**config.mk**
```make
export PLATFORM = sky130hd
export DESIGN_NAME = dma_bus_arbiter
export DESIGN_NICKNAME = d
export VERILOG_FILES = /design/src/rtl/dma_arb_pkg.sv /design/src/rtl/dma_req_sampler.sv /design/src/rtl/dma_chan_ctrl.sv /design/src/rtl/dma_grant_arb.sv /design/src/rtl/dma_bus_arbiter.sv
export SDC_FILE = /design/constraint.sdc
export NUM_CORES = 1
export LEC_CHECK = 0
export BUFFER_PORTS_ARGS = -buffer_cell sky130_fd_sc_hd__buf_4
export CORE_AREA = 2 2 71 73
export DETAILED_ROUTE_END_ITERATION = 10
export DIE_AREA = 0 0 73 75
export PLACE_DENSITY = 0.73
export SLEW_MARGIN = 0
export SYNTH_ARGS = -nofsm -noshare
export SYNTH_HDL_FRONTEND = slang
export SYNTH_SLANG_ARGS = --single-unit
```
**constraint.sdc**
```tcl
create_clock -name clk_i -period 2.7 [get_ports clk_i]
set_input_delay 0.54 -clock clk_i [delete_from_list [all_inputs] [get_ports clk_i]]
set_output_delay 0.54 -clock clk_i [all_outputs]
set_load 0.03 [all_outputs]
```
**src/rtl/dma_arb_pkg.sv**
```systemverilog
package dma_arb_pkg;
  localparam int NUM_CH = 2;
  localparam int GNT_W  = NUM_CH + 1;
  localparam int GNT_CPU = 0;
endpackage

```
**src/rtl/dma_req_sampler.sv**
```systemverilog
module dma_req_sampler #(
  parameter int LAT      = 3,
  parameter int RESAMPLE = 2
) (
  input  logic clk_i,
  input  logic rst_ni,
  input  logic dreq_ni,
  input  logic en_i,
  input  logic level_i,
  output logic pend_set_o
);
  localparam int HW = $clog2(RESAMPLE) + 1;
  localparam int DW = LAT - 1;

  logic          smp_q;
  logic          prev_q;
  logic [HW-1:0] hold_q;
  logic [DW-1:0] dl_q;
  logic          det;

  // capture on the falling edge of the bus clock
  always_ff @(negedge clk_i or negedge rst_ni) begin
    if (!rst_ni) smp_q <= 1'b1;
    else         smp_q <= dreq_ni;
  end

  assign det = en_i && !smp_q && (level_i || prev_q) && (hold_q == '0);

  always_ff @(posedge clk_i or negedge rst_ni) begin
    if (!rst_ni) begin
      prev_q <= 1'b1;
      hold_q <= '0;
    end else begin
      prev_q <= smp_q;
      if (det)                 hold_q <= HW'(RESAMPLE - 1);
      else if (hold_q != '0)   hold_q <= hold_q - 1'b1;
    end
  end

  generate
    if (DW == 1) begin : g_dl_one
      always_ff @(posedge clk_i or negedge rst_ni) begin
        if (!rst_ni) dl_q <= '0;
        else         dl_q <= det;
      end
    end else begin : g_dl_multi
      always_ff @(posedge clk_i or negedge rst_ni) begin
        if (!rst_ni) dl_q <= '0;
        else         dl_q <= {dl_q[DW-2:0], det};
      end
    end
  endgenerate

  assign pend_set_o = dl_q[DW-1] && en_i;
endmodule

```
**src/rtl/dma_chan_ctrl.sv**
```systemverilog
module dma_chan_ctrl #(
  parameter int CNT_W  = 8,
  parameter int PEND_W = 2
) (
  input  logic             clk_i,
  input  logic             rst_ni,
  input  logic             en_i,
  input  logic             burst_i,
  input  logic             load_i,
  input  logic [CNT_W-1:0] load_val_i,
  input  logic             pend_set_i,
  input  logic             start_i,
  output logic             req_o,
  output logic             hold_o,
  output logic             done_o
);
  localparam logic [PEND_W-1:0] PMAX = '1;
  localparam logic [CNT_W-1:0]  ONE  = CNT_W'(1);

  logic [CNT_W-1:0]  cnt_q;
  logic [PEND_W-1:0] pend_q, pend_d;
  logic              burst_q;
  logic              done_q;

  always_comb begin
    pend_d = pend_q;
    if (start_i && pend_d != '0)     pend_d = pend_d - 1'b1;
    if (pend_set_i && pend_d != PMAX) pend_d = pend_d + 1'b1;
  end

  always_ff @(posedge clk_i or negedge rst_ni) begin
    if (!rst_ni) begin
      cnt_q   <= '0;
      pend_q  <= '0;
      burst_q <= 1'b0;
      done_q  <= 1'b0;
    end else if (load_i) begin
      cnt_q   <= load_val_i;
      pend_q  <= '0;
      burst_q <= 1'b0;
      done_q  <= 1'b0;
    end else if (!en_i) begin
      pend_q  <= '0;
      burst_q <= 1'b0;
    end else begin
      pend_q <= pend_d;
      if (start_i) begin
        cnt_q   <= cnt_q - 1'b1;
        burst_q <= burst_i && (cnt_q != ONE);
        if (cnt_q == ONE) done_q <= 1'b1;
      end
    end
  end

  assign hold_o = burst_q && burst_i;
  assign req_o  = en_i && (cnt_q != '0) && ((pend_q != '0) || hold_o);
  assign done_o = done_q;
endmodule

```
**src/rtl/dma_grant_arb.sv**
```systemverilog
module dma_grant_arb
  import dma_arb_pkg::*;
#(
  parameter int SLOT_LEN = 4
) (
  input  logic              clk_i,
  input  logic              rst_ni,
  input  logic              rr_i,
  input  logic [NUM_CH-1:0] req_i,
  input  logic [NUM_CH-1:0] hold_i,
  output logic [GNT_W-1:0]  grant_o,
  output logic [NUM_CH-1:0] start_o,
  output logic [NUM_CH-1:0] stb_o
);
  localparam int SW = (SLOT_LEN > 1) ? $clog2(SLOT_LEN) : 1;

  logic [GNT_W-1:0]  grant_q, grant_d;
  logic [SW-1:0]     slot_q;
  logic [NUM_CH-1:0] stb_q;
  logic [NUM_CH-1:0] mask, elig, win;
  logic              last_q;
  logic              boundary;

  assign boundary = grant_q[GNT_CPU] || (slot_q == SW'(SLOT_LEN - 1));

  // a cycle-steal owner sits out the next decision; a continuing burst does not
  generate
    for (genvar k = 0; k < NUM_CH; k++) begin : g_mask
      assign mask[k] = grant_q[k+1] && !hold_i[k];
    end
  endgenerate

  assign elig = req_i & ~mask;

  always_comb begin
    win = elig;
    if (elig == 2'b11) win = (rr_i && !last_q) ? 2'b10 : 2'b01;
  end

  assign start_o = boundary ? win : '0;
  assign grant_d = boundary ? {win, ~|win} : grant_q;

  always_ff @(posedge clk_i or negedge rst_ni) begin
    if (!rst_ni) begin
      grant_q <= GNT_W'(1);
      slot_q  <= '0;
      stb_q   <= '0;
      last_q  <= 1'b1;
    end else begin
      grant_q <= grant_d;
      slot_q  <= boundary ? '0 : slot_q + 1'b1;
      stb_q   <= start_o;
      if (|start_o) last_q <= start_o[1];
    end
  end

  assign grant_o = grant_q;
  assign stb_o   = stb_q;
endmodule

```
**src/rtl/dma_bus_arbiter.sv**
```systemverilog
module dma_bus_arbiter
  import dma_arb_pkg::*;
#(
  parameter int CNT_W    = 8,
  parameter int PEND_W   = 2,
  parameter int SLOT_LEN = 4,
  parameter int LAT      = 3,
  parameter int RESAMPLE = 2
) (
  input  logic              clk_i,
  input  logic              rst_ni,
  input  logic [NUM_CH-1:0] dreq_ni,
  input  logic [NUM_CH-1:0] ch_en_i,
  input  logic [NUM_CH-1:0] ch_level_i,
  input  logic [NUM_CH-1:0] ch_burst_i,
  input  logic              rr_mode_i,
  input  logic [NUM_CH-1:0] cnt_load_i,
  input  logic [CNT_W-1:0]  cnt_value_i,
  output logic [GNT_W-1:0]  grant_o,
  output logic [NUM_CH-1:0] xfer_stb_o,
  output logic [NUM_CH-1:0] done_o
);
  logic [NUM_CH-1:0] pend_set, req, hold, start;

  generate
    for (genvar k = 0; k < NUM_CH; k++) begin : g_ch
      dma_req_sampler #(.LAT(LAT), .RESAMPLE(RESAMPLE)) u_smp (
        .clk_i     (clk_i),
        .rst_ni    (rst_ni),
        .dreq_ni   (dreq_ni[k]),
        .en_i      (ch_en_i[k]),
        .level_i   (ch_level_i[k]),
        .pend_set_o(pend_set[k])
      );

      dma_chan_ctrl #(.CNT_W(CNT_W), .PEND_W(PEND_W)) u_ctl (
        .clk_i     (clk_i),
        .rst_ni    (rst_ni),
        .en_i      (ch_en_i[k]),
        .burst_i   (ch_burst_i[k]),
        .load_i    (cnt_load_i[k]),
        .load_val_i(cnt_value_i),
        .pend_set_i(pend_set[k]),
        .start_i   (start[k]),
        .req_o     (req[k]),
        .hold_o    (hold[k]),
        .done_o    (done_o[k])
      );
    end
  endgenerate

  dma_grant_arb #(.SLOT_LEN(SLOT_LEN)) u_arb (
    .clk_i  (clk_i),
    .rst_ni (rst_ni),
    .rr_i   (rr_mode_i),
    .req_i  (req),
    .hold_i (hold),
    .grant_o(grant_o),
    .start_o(start),
    .stb_o  (xfer_stb_o)
  );
endmodule

```
==> results.py, run 1 <==
metrics = {
    "clock_tree": {
        "total_of_hold_buffers_inserted_after_clock_tree_synthesis": 0,
        "cts_tree": "yes",
        "clock_tree_sinks": 44,
        "cts.clk_slew.worst_paths_ps": 90,
        "clkLatencyLatePin_ps": 350,
        "cts_made_buffers": 5,
        "htree_levels": 2,
        "clk_root_buffer_cell": "sky130_fd_sc_hd__clkbuf_8",
        "clockBufferDepth": 2,
    },
    "setup_path": {
        "r2r_start": "g_ch[1].u_ctl.cnt_q[3]",
        "critical_path_required_ps": 2940,
        "critPathCaptureType": "register",
        "r2r_slack_ps": 150,
        "critPathKind": "register to register",
        "critical_path_cell_count": 9,
        "critical-path-slowest-cell": "sky130_fd_sc_hd__or4_4",
        "source_of_the_critical_timing_path": "g_ch[1].u_ctl.cnt_q[3]",
        "worst-path-buf-inv": 1,
        "timing.critical_path.from_type": "register",
        "reg2regPathDepth": 9,
        "timing.critical_path.arrival_ps": 2790,
        "crit_fanout": 5,
        "crit_family": "simple AND/OR/NAND/NOR gates",
        "setup_crit_end": "g_ch[0].u_ctl.pend_q[0]",
        "cpPeakStageDelay_ps": 570,
        "r2r_end": "g_ch[0].u_ctl.pend_q[0]",
        "worstPathCellList": "or4_4, o311ai_4, buf_4, o211a_4, xnor2_1, ha_1, nand2b_1, xnor3_1, nor2_1",
    },
    "synth": {
        "syn_avg_cell_area_um2": 10.2,
        "synthArstFlopShare_pct": 100,
        "syn-num-nets": 264,
        "synth.area.top_cells": "sky130_fd_sc_hd__dfrtp_1, sky130_fd_sc_hd__dfstp_2, sky130_fd_sc_hd__ha_1",
        "post_synth_num_cell_types": 56,
        "synthCells": 232,
        "synth_warnings": 0,
        "synth-seq-area-share_pct": 46.7,
        "area_of_the_mapped_netlist_um2": 2370,
        "ys_top_cells_by_count": "sky130_fd_sc_hd__dfrtp_1, sky130_fd_sc_hd__nor2_1, sky130_fd_sc_hd__inv_1",
        "fraction_of_post_synthesis_cell_area_in_the_top_cell_type_by_area_pct": 40.1,
        "synthDominantAreaCellType": "sky130_fd_sc_hd__dfrtp_1",
        "total_of_flip_flops_plus_latches_after_synthesis": 44,
        "synth-edff-count": 0,
        "synth_most_common_cell": "sky130_fd_sc_hd__dfrtp_1",
        "synth_top_flop_cell": "sky130_fd_sc_hd__dfrtp_1",
    },
    "grt": {
        "grt_pass1_wl_mm": 8.47,
        "globalRoute.totalOverflow": 0,
        "grt_start_max_net_pins": 33,
        "via_count_of_the_first_global_routing_pass": 1889,
        "grt.total_usage_pct": 20.4,
        "grt_antenna_before_repair": 0,
    },
    "route": {
        "route.detailed.drc": 0,
        "detail_route.wirelength_mm": 4.90,
        "via_count": 1814,
        "drt_first_pass_iters": 4,
        "detail_route.vias_per_cell": 5.51,
        "ant_nets": 0,
        "number_of_design_rule_violations_left_by_the_first_detailed_router_iteration": 107,
        "drt-wirelength-per-cell_um": 14.9,
    },
    "timing": {
        "post-route-min-period_ps": 2550,
        "fin_ws_ps": 147,
        "timing.final.setup_violations": 0,
        "timing.slew.headroom_pct": 51.6,
        "max_slew.worst_pin.slew_ps": 720,
        "number_of_hold_slack_violations_in_the_final_timing_report": 0,
        "totalNegativeSetupSlack_ps": 0,
        "max_freq_mhz": 392,
        "report.final.slew_viol_count": 0,
        "fin_worst_skew_ps": 52.8,
        "rsz_0062_raised_after_global_routing": "false",
        "min_period_over_period_pct": 94.6,
    },
    "placed_design": {
        "placed_area_um2": 2680,
        "final_weighted_congestion_of_routability_driven_global_placement": 0.838,
        "placement.io_buffers": 27,
        "detailedPlace.worstSlack_ps": 111,
        "post-dp-hpwl_mm": 3.70,
    },
    "die": {
        "floorplan.io_pins": 28,
        "rows": 25,
        "dieWidth_um": 73,
        "core_region_area_um2": 4660,
        "die-height_um": 75,
        "die_area_um2": 5480,
        "floorplan.initialDensity_pct": 50.9,
    },
    "finish": {
        "finalInstanceArea_um2": 2870,
        "flow.area_growth_from_synthesis_pct": 20.8,
        "num_antenna_cells": 0,
        "share_of_final_layout_standard_cells_stronger_than_drive_strength_1_pct": 25.1,
        "filler_cell_count": 393,
        "design.final.nets": 306,
    },
    "power_and_ir_drop": {
        "vdd_drop_max_mv": 0.383,
        "power_density_nw_per_um2": 644,
        "power_leakage_nw": 1.32,
    },
    "min_path": {
        "hp-class": "primary input to async pin",
    },
    "status": {
        "outcome": "completed",
    },
    "run": {
        "drv_cap": 0,
    },
}
-- area by class of cell --
class	instances	area (um2)	area share, %
inverters	20	75.1	2.62
multi-input cells	160	1170	40.9
clock buffers	6	93.8	3.28
well taps	54	67.6	2.36
flip-flops and latches	44	1110	38.7
repair buffers	41	308	10.7
clock inverters	4	41.3	1.44
-- registers in the layout (all words and copies together), names as in the netlist --
| register | cells |
|---|---|
| g_ch.u_ctl.burst_q | 2 |
| g_ch.u_ctl.cnt_q | 16 |
| g_ch.u_ctl.done_o | 2 |
| g_ch.u_ctl.pend_q | 4 |
| g_ch.u_smp.dl_q | 4 |
| g_ch.u_smp.hold_q | 4 |
| g_ch.u_smp.prev_q | 2 |
| g_ch.u_smp.smp_q | 2 |
| u_arb.grant_o | 3 |
| u_arb.last_q | 1 |
| u_arb.slot_q | 2 |
| u_arb.stb_o | 2 |
-- logic make-up (layout without fill, tap and decap cells) --
kind of cell / Yosys count / count (layout) / share of synthesized area, %
fa+ha+maj: 11 / 11 / 5.80
xor+xnor: 13 / 13 / 5.96
flops: 44 / 44 / 46.7
compound gates: 47 / 47 / 15.6
mux: 2 / 2 / 0.844
buf+inv: 28 / 71 / 5.06
simple gates: 87 / 87 / 20.0
-- per-layer routing --
metal | up-vias | global-route usage (%) | wire length [um]
met2 | 28 | 36.0 | 2470
met1 | 874 | 23.4 | 2170
met4 | 0 | 9.05 | 125
li1 | 899 | - | -
met5 | - | 0 | 0
met3 | 13 | 4.95 | 135
-- layout by cell type (no fill, tap or decap), types with 3 or more instances in the layout --
cell / n
sky130_fd_sc_hd__o21ai_0: 10
sky130_fd_sc_hd__a21o_1: 4
sky130_fd_sc_hd__a31oi_1: 3
sky130_fd_sc_hd__nor4_1: 5
sky130_fd_sc_hd__xor2_1: 5
sky130_fd_sc_hd__nor2_1: 22
sky130_fd_sc_hd__a21oi_1: 4
sky130_fd_sc_hd__o211ai_1: 4
sky130_fd_sc_hd__xnor2_1: 6
sky130_fd_sc_hd__nand2b_1: 6
sky130_fd_sc_hd__nand2_1: 19
sky130_fd_sc_hd__ha_1: 11
sky130_fd_sc_hd__inv_1: 21
sky130_fd_sc_hd__nand3_1: 11
sky130_fd_sc_hd__nor3_1: 6
sky130_fd_sc_hd__and2_1: 3
sky130_fd_sc_hd__dfstp_2: 6
sky130_fd_sc_hd__dfrtp_1: 38
sky130_fd_sc_hd__clkbuf_8: 5
sky130_fd_sc_hd__buf_4: 41
-- worst register-to-register path, stage by stage, from the launching register on --
cell and delay (ps):
sky130_fd_sc_hd__dfrtp_1 450, sky130_fd_sc_hd__or4_4 570, sky130_fd_sc_hd__o311ai_4 370, sky130_fd_sc_hd__buf_4 190, sky130_fd_sc_hd__o211a_4 170, sky130_fd_sc_hd__xnor2_1 120
sky130_fd_sc_hd__ha_1 150, sky130_fd_sc_hd__nand2b_1 160, sky130_fd_sc_hd__xnor3_1 230, sky130_fd_sc_hd__nor2_1 90
-- power breakdown --
group,internal (mW),total (mW),switching (mW)
Combinational,0.190,0.434,0.244
Sequential,0.769,0.844,0.0751
Clock,0.333,0.567,0.235
-- through the flow --
stage,hold WS [ps],cells,utilization [%],total power [mW]
4_1_cts,72.2,326,60.4,1.85
2_1_floorplan,244,232,-,1.14
6_report,80.8,329,61.5,1.85
3_3_place_gp,335,317,57.6,1.27
3_5_place_dp,339,317,57.6,1.28
5_1_grt,73.9,329,61.5,1.96
-- what timing repair did --
item / in CTS / in global routing
gates resized for setup: 0 / 4
buffers inserted: 0 / 3
endpoints found under the setup margin: 0 / 4
-- worst min-delay path by stage --
stage | depth (start not counted) | start | to
global placement | 0 | g_ch[0].u_smp.dl_q[0] | g_ch[0].u_smp.dl_q[1]
finish | 1 | rst_ni | g_ch[1].u_ctl.pend_q[0]
global route | 1 | rst_ni | g_ch[1].u_ctl.pend_q[0]
floorplan | 0 | rst_ni | g_ch[0].u_ctl.burst_q
detailed placement | 0 | g_ch[1].u_smp.dl_q[0] | g_ch[1].u_smp.dl_q[1]
CTS | 1 | rst_ni | g_ch[1].u_ctl.pend_q[1]
(Power assumes the default switching activity.)
==> run 2: changes to the inputs <==
--- a/config.mk
+++ b/config.mk
@@ -6,11 +6,12 @@
 export NUM_CORES = 1
 export LEC_CHECK = 0
 export BUFFER_PORTS_ARGS = -buffer_cell sky130_fd_sc_hd__buf_4
-export CORE_AREA = 2 2 71 73
+export CORE_AREA = 2 2 70 72
 export DETAILED_ROUTE_END_ITERATION = 10
-export DIE_AREA = 0 0 73 75
-export PLACE_DENSITY = 0.73
+export DIE_AREA = 0 0 72 74
+export PLACE_DENSITY = 0.74
 export SLEW_MARGIN = 0
 export SYNTH_ARGS = -nofsm -noshare
 export SYNTH_HDL_FRONTEND = slang
+export SYNTH_HIERARCHICAL = 1
 export SYNTH_SLANG_ARGS = --single-unit
==> results.py, run 2 <==
metrics = {
    "status": {
        "outcome": "complete, but fails checks",
        "failing_checks": "setup timing",
    },
    "route": {
        "route.detailed.drc": 0,
        "drt-wirelength-per-cell_um": 14.5,
        "detail_route.vias_per_cell": 5.53,
        "drt_first_pass_iters": 4,
        "via_count": 1835,
        "ant_nets": 0,
        "number_of_design_rule_violations_left_by_the_first_detailed_router_iteration": 57,
        "detail_route.wirelength_mm": 4.82,
    },
    "setup_path": {
        "timing.critical_path.from_type": "register",
        "r2r_slack_ps": -30,
        "r2r_start": "g_ch[1].u_ctl/cnt_q[3]",
        "critPathCaptureType": "register",
        "r2r_end": "g_ch[0].u_ctl/pend_q[0]",
        "timing.critical_path.arrival_ps": 2960,
        "critPathKind": "register to register",
        "reg2regPathDepth": 12,
        "critical_path_required_ps": 2920,
        "crit_fanout": 3,
    },
    "synth": {
        "synth_most_common_cell": "sky130_fd_sc_hd__dfrtp_1",
        "synthArstFlopShare_pct": 100,
        "synth-seq-area-share_pct": 48.2,
        "synth.area.top_cells": "sky130_fd_sc_hd__dfrtp_1, sky130_fd_sc_hd__dfstp_2, sky130_fd_sc_hd__ha_1",
        "synthDominantAreaCellType": "sky130_fd_sc_hd__dfrtp_1",
        "post_synth_num_cell_types": 41,
        "synthCells": 223,
        "synth_warnings": 6,
        "ys_top_cells_by_count": "sky130_fd_sc_hd__dfrtp_1, sky130_fd_sc_hd__nand2_1, sky130_fd_sc_hd__inv_1",
        "area_of_the_mapped_netlist_um2": 2300,
        "fraction_of_post_synthesis_cell_area_in_the_top_cell_type_by_area_pct": 41.3,
        "syn_avg_cell_area_um2": 10.3,
        "total_of_flip_flops_plus_latches_after_synthesis": 44,
        "synth_top_flop_cell": "sky130_fd_sc_hd__dfrtp_1",
        "syn-num-nets": 255,
        "synth-edff-count": 0,
    },
    "power_and_ir_drop": {
        "power_leakage_nw": 1.40,
        "power_density_nw_per_um2": 550,
        "vdd_drop_max_mv": 0.271,
    },
    "die": {
        "rows": 25,
        "floorplan.initialDensity_pct": 50.0,
        "core_region_area_um2": 4600,
        "die_area_um2": 5330,
        "dieWidth_um": 72,
        "die-height_um": 74,
        "floorplan.io_pins": 28,
    },
    "grt": {
        "globalRoute.totalOverflow": 0,
        "grt.total_usage_pct": 20.0,
        "via_count_of_the_first_global_routing_pass": 1774,
        "grt_antenna_before_repair": 0,
        "grt_start_max_net_pins": 28,
        "grt_pass1_wl_mm": 8.18,
    },
    "min_path": {
        "hp-class": "primary input to async pin",
    },
    "finish": {
        "num_antenna_cells": 0,
        "flip_flop_count_of_the_largest_register_all_copies_and_words_added": 16,
        "share_of_final_layout_standard_cells_stronger_than_drive_strength_1_pct": 37.1,
        "final_core_util_pct": 66.6,
        "mostFrequentLayoutCell": "sky130_fd_sc_hd__buf_4",
        "flow.area_growth_from_synthesis_pct": 33.1,
        "max_flop_register": "g_ch.u_ctl/cnt_q",
        "design.final.nets": 309,
        "most-common-layout-cells": "sky130_fd_sc_hd__buf_4, sky130_fd_sc_hd__dfrtp_1, sky130_fd_sc_hd__nand2_1, sky130_fd_sc_hd__inv_1, sky130_fd_sc_hd__nor2_1",
    },
    "clock_tree": {
        "clock_tree_sinks": 44,
        "clk_root_buffer_cell": "sky130_fd_sc_hd__clkbuf_8",
        "clkLatencyLatePin_ps": 350,
        "cts_made_buffers": 5,
        "clockBufferDepth": 2,
        "cts.clk_slew.worst_paths_ps": 80,
        "htree_levels": 2,
        "cts_tree": "yes",
    },
    "timing": {
        "max_freq_mhz": 366,
        "max_slew.worst_pin.slew_ps": 348,
        "post-route-min-period_ps": 2730,
        "number_of_hold_slack_violations_in_the_final_timing_report": 0,
        "rsz_0062_raised_after_global_routing": "true",
        "min_period_over_period_pct": 101,
        "fin_ws_ps": -32.8,
        "timing.slew.headroom_pct": 76.5,
        "totalNegativeSetupSlack_ps": -32.8,
        "timing.final.setup_violations": 1,
        "report.final.slew_viol_count": 0,
        "fin_worst_skew_ps": 56.4,
    },
    "placed_design": {
        "final_weighted_congestion_of_routability_driven_global_placement": 0.800,
        "post-dp-hpwl_mm": 3.31,
        "placement.io_buffers": 27,
    },
    "run": {
        "drv_cap": 0,
    },
}
## run 2: cell types whose count changed in the layout (fill, tap and decap cells not counted), sizes merged, moves of 6 or more
cell / change
nand2: +10
nand2b: +6
o21ai: -8
o31ai: +6
buf: +8
nor4: -7
or4: +11
nor2: -6
## run 2: through the flow
| stage | instance area (um2) | std cells | hold WS, ps | total power, mW | setup WS, ps |
|---|---|---|---|---|---|
| 6_report | 3060 | 332 | 102 | 1.68 | -32.8 |
| 5_1_grt | 3060 | 332 | 110 | 1.79 | -174 |
| 4_1_cts | 2850 | 325 | 107 | 1.67 | 16.8 |
| 3_5_place_dp | 2700 | 316 | 344 | 1.24 | -56.5 |
| 3_3_place_gp | 2700 | 316 | 333 | 1.22 | -10.9 |
| 2_1_floorplan | 2330 | 223 | 244 | 1.10 | 2.24 |
## run 2: repair_timing
action / in CTS / in global routing
resized for setup: 8 / 27
hold buffers: 0 / 0
setup buffers: 1 / 7
pin swaps: 1 / 21
cloned: 0 / 0
endpoints found under the setup margin: 6 / 14
## run 2: worst max-delay path, stage by stage (launching register included)
cell,delay [ps]
sky130_fd_sc_hd__dfrtp_1,390
sky130_fd_sc_hd__or4_4,570
sky130_fd_sc_hd__nor3_4,260
sky130_fd_sc_hd__a221oi_4,100
sky130_fd_sc_hd__and3_4,180
sky130_fd_sc_hd__nor3_4,120
sky130_fd_sc_hd__nand2b_1,120
sky130_fd_sc_hd__buf_6,150
sky130_fd_sc_hd__xnor2_4,160
sky130_fd_sc_hd__ha_2,190
sky130_fd_sc_hd__nand2b_4,120
sky130_fd_sc_hd__xnor3_1,200
sky130_fd_sc_hd__nor2_1,100
## run 2: final cells by class
type                    count  area, um2
fillers                   353       1540
flip-flops and latches     44       1110
clock inverters             3       11.3
inverters                  18       67.6
clock buffers               7       86.3
well taps                  54       67.6
repair buffers             49        379
multi-input cells         157       1340
## run 2: cells by family (layout without fill, tap and decap cells)
kind of cell	after synthesis	in the layout	share of synthesized area, %
AND/OR/NAND/NOR	98	98	24.8
flip-flops	44	44	48.2
AO/OA/AOI/OAI	36	36	11.4
buffers and inverters	22	77	3.59
adder cells (fa/ha/maj)	11	11	5.98
XOR/XNOR	8	8	4.24
multiplexers	4	4	1.85
## run 2: worst max path at each step
stage                      startpoint                      end  slack (ps)
2_1_floorplan  g_ch[0].u_ctl/cnt_q[2]  g_ch[1].u_ctl/pend_q[0]           2
3_3_place_gp   g_ch[0].u_ctl/cnt_q[5]   g_ch[1].u_ctl/cnt_q[3]         -10
3_5_place_dp   g_ch[1].u_ctl/cnt_q[5]  g_ch[0].u_ctl/pend_q[1]         -60
4_1_cts        g_ch[0].u_ctl/cnt_q[5]   g_ch[1].u_ctl/cnt_q[3]          20
5_1_grt        g_ch[1].u_ctl/cnt_q[3]  g_ch[0].u_ctl/pend_q[0]        -170
6_report       g_ch[1].u_ctl/cnt_q[3]  g_ch[0].u_ctl/pend_q[0]         -30
## run 2: report_power, final
part	internal [mW]	switching, mW	total, mW
sequential	0.767	0.0600	0.827
combinational	0.199	0.226	0.425
clock	0.209	0.224	0.433
## run 2: routing by layer
layer  up-vias  share of wire, %  track usage (%)
met1       884                44             26.9
met5         -                 0                0
met3        10               4.1             4.07
met2        40                49             31.9
met4         0               2.3             8.39
li1        901                 -                -
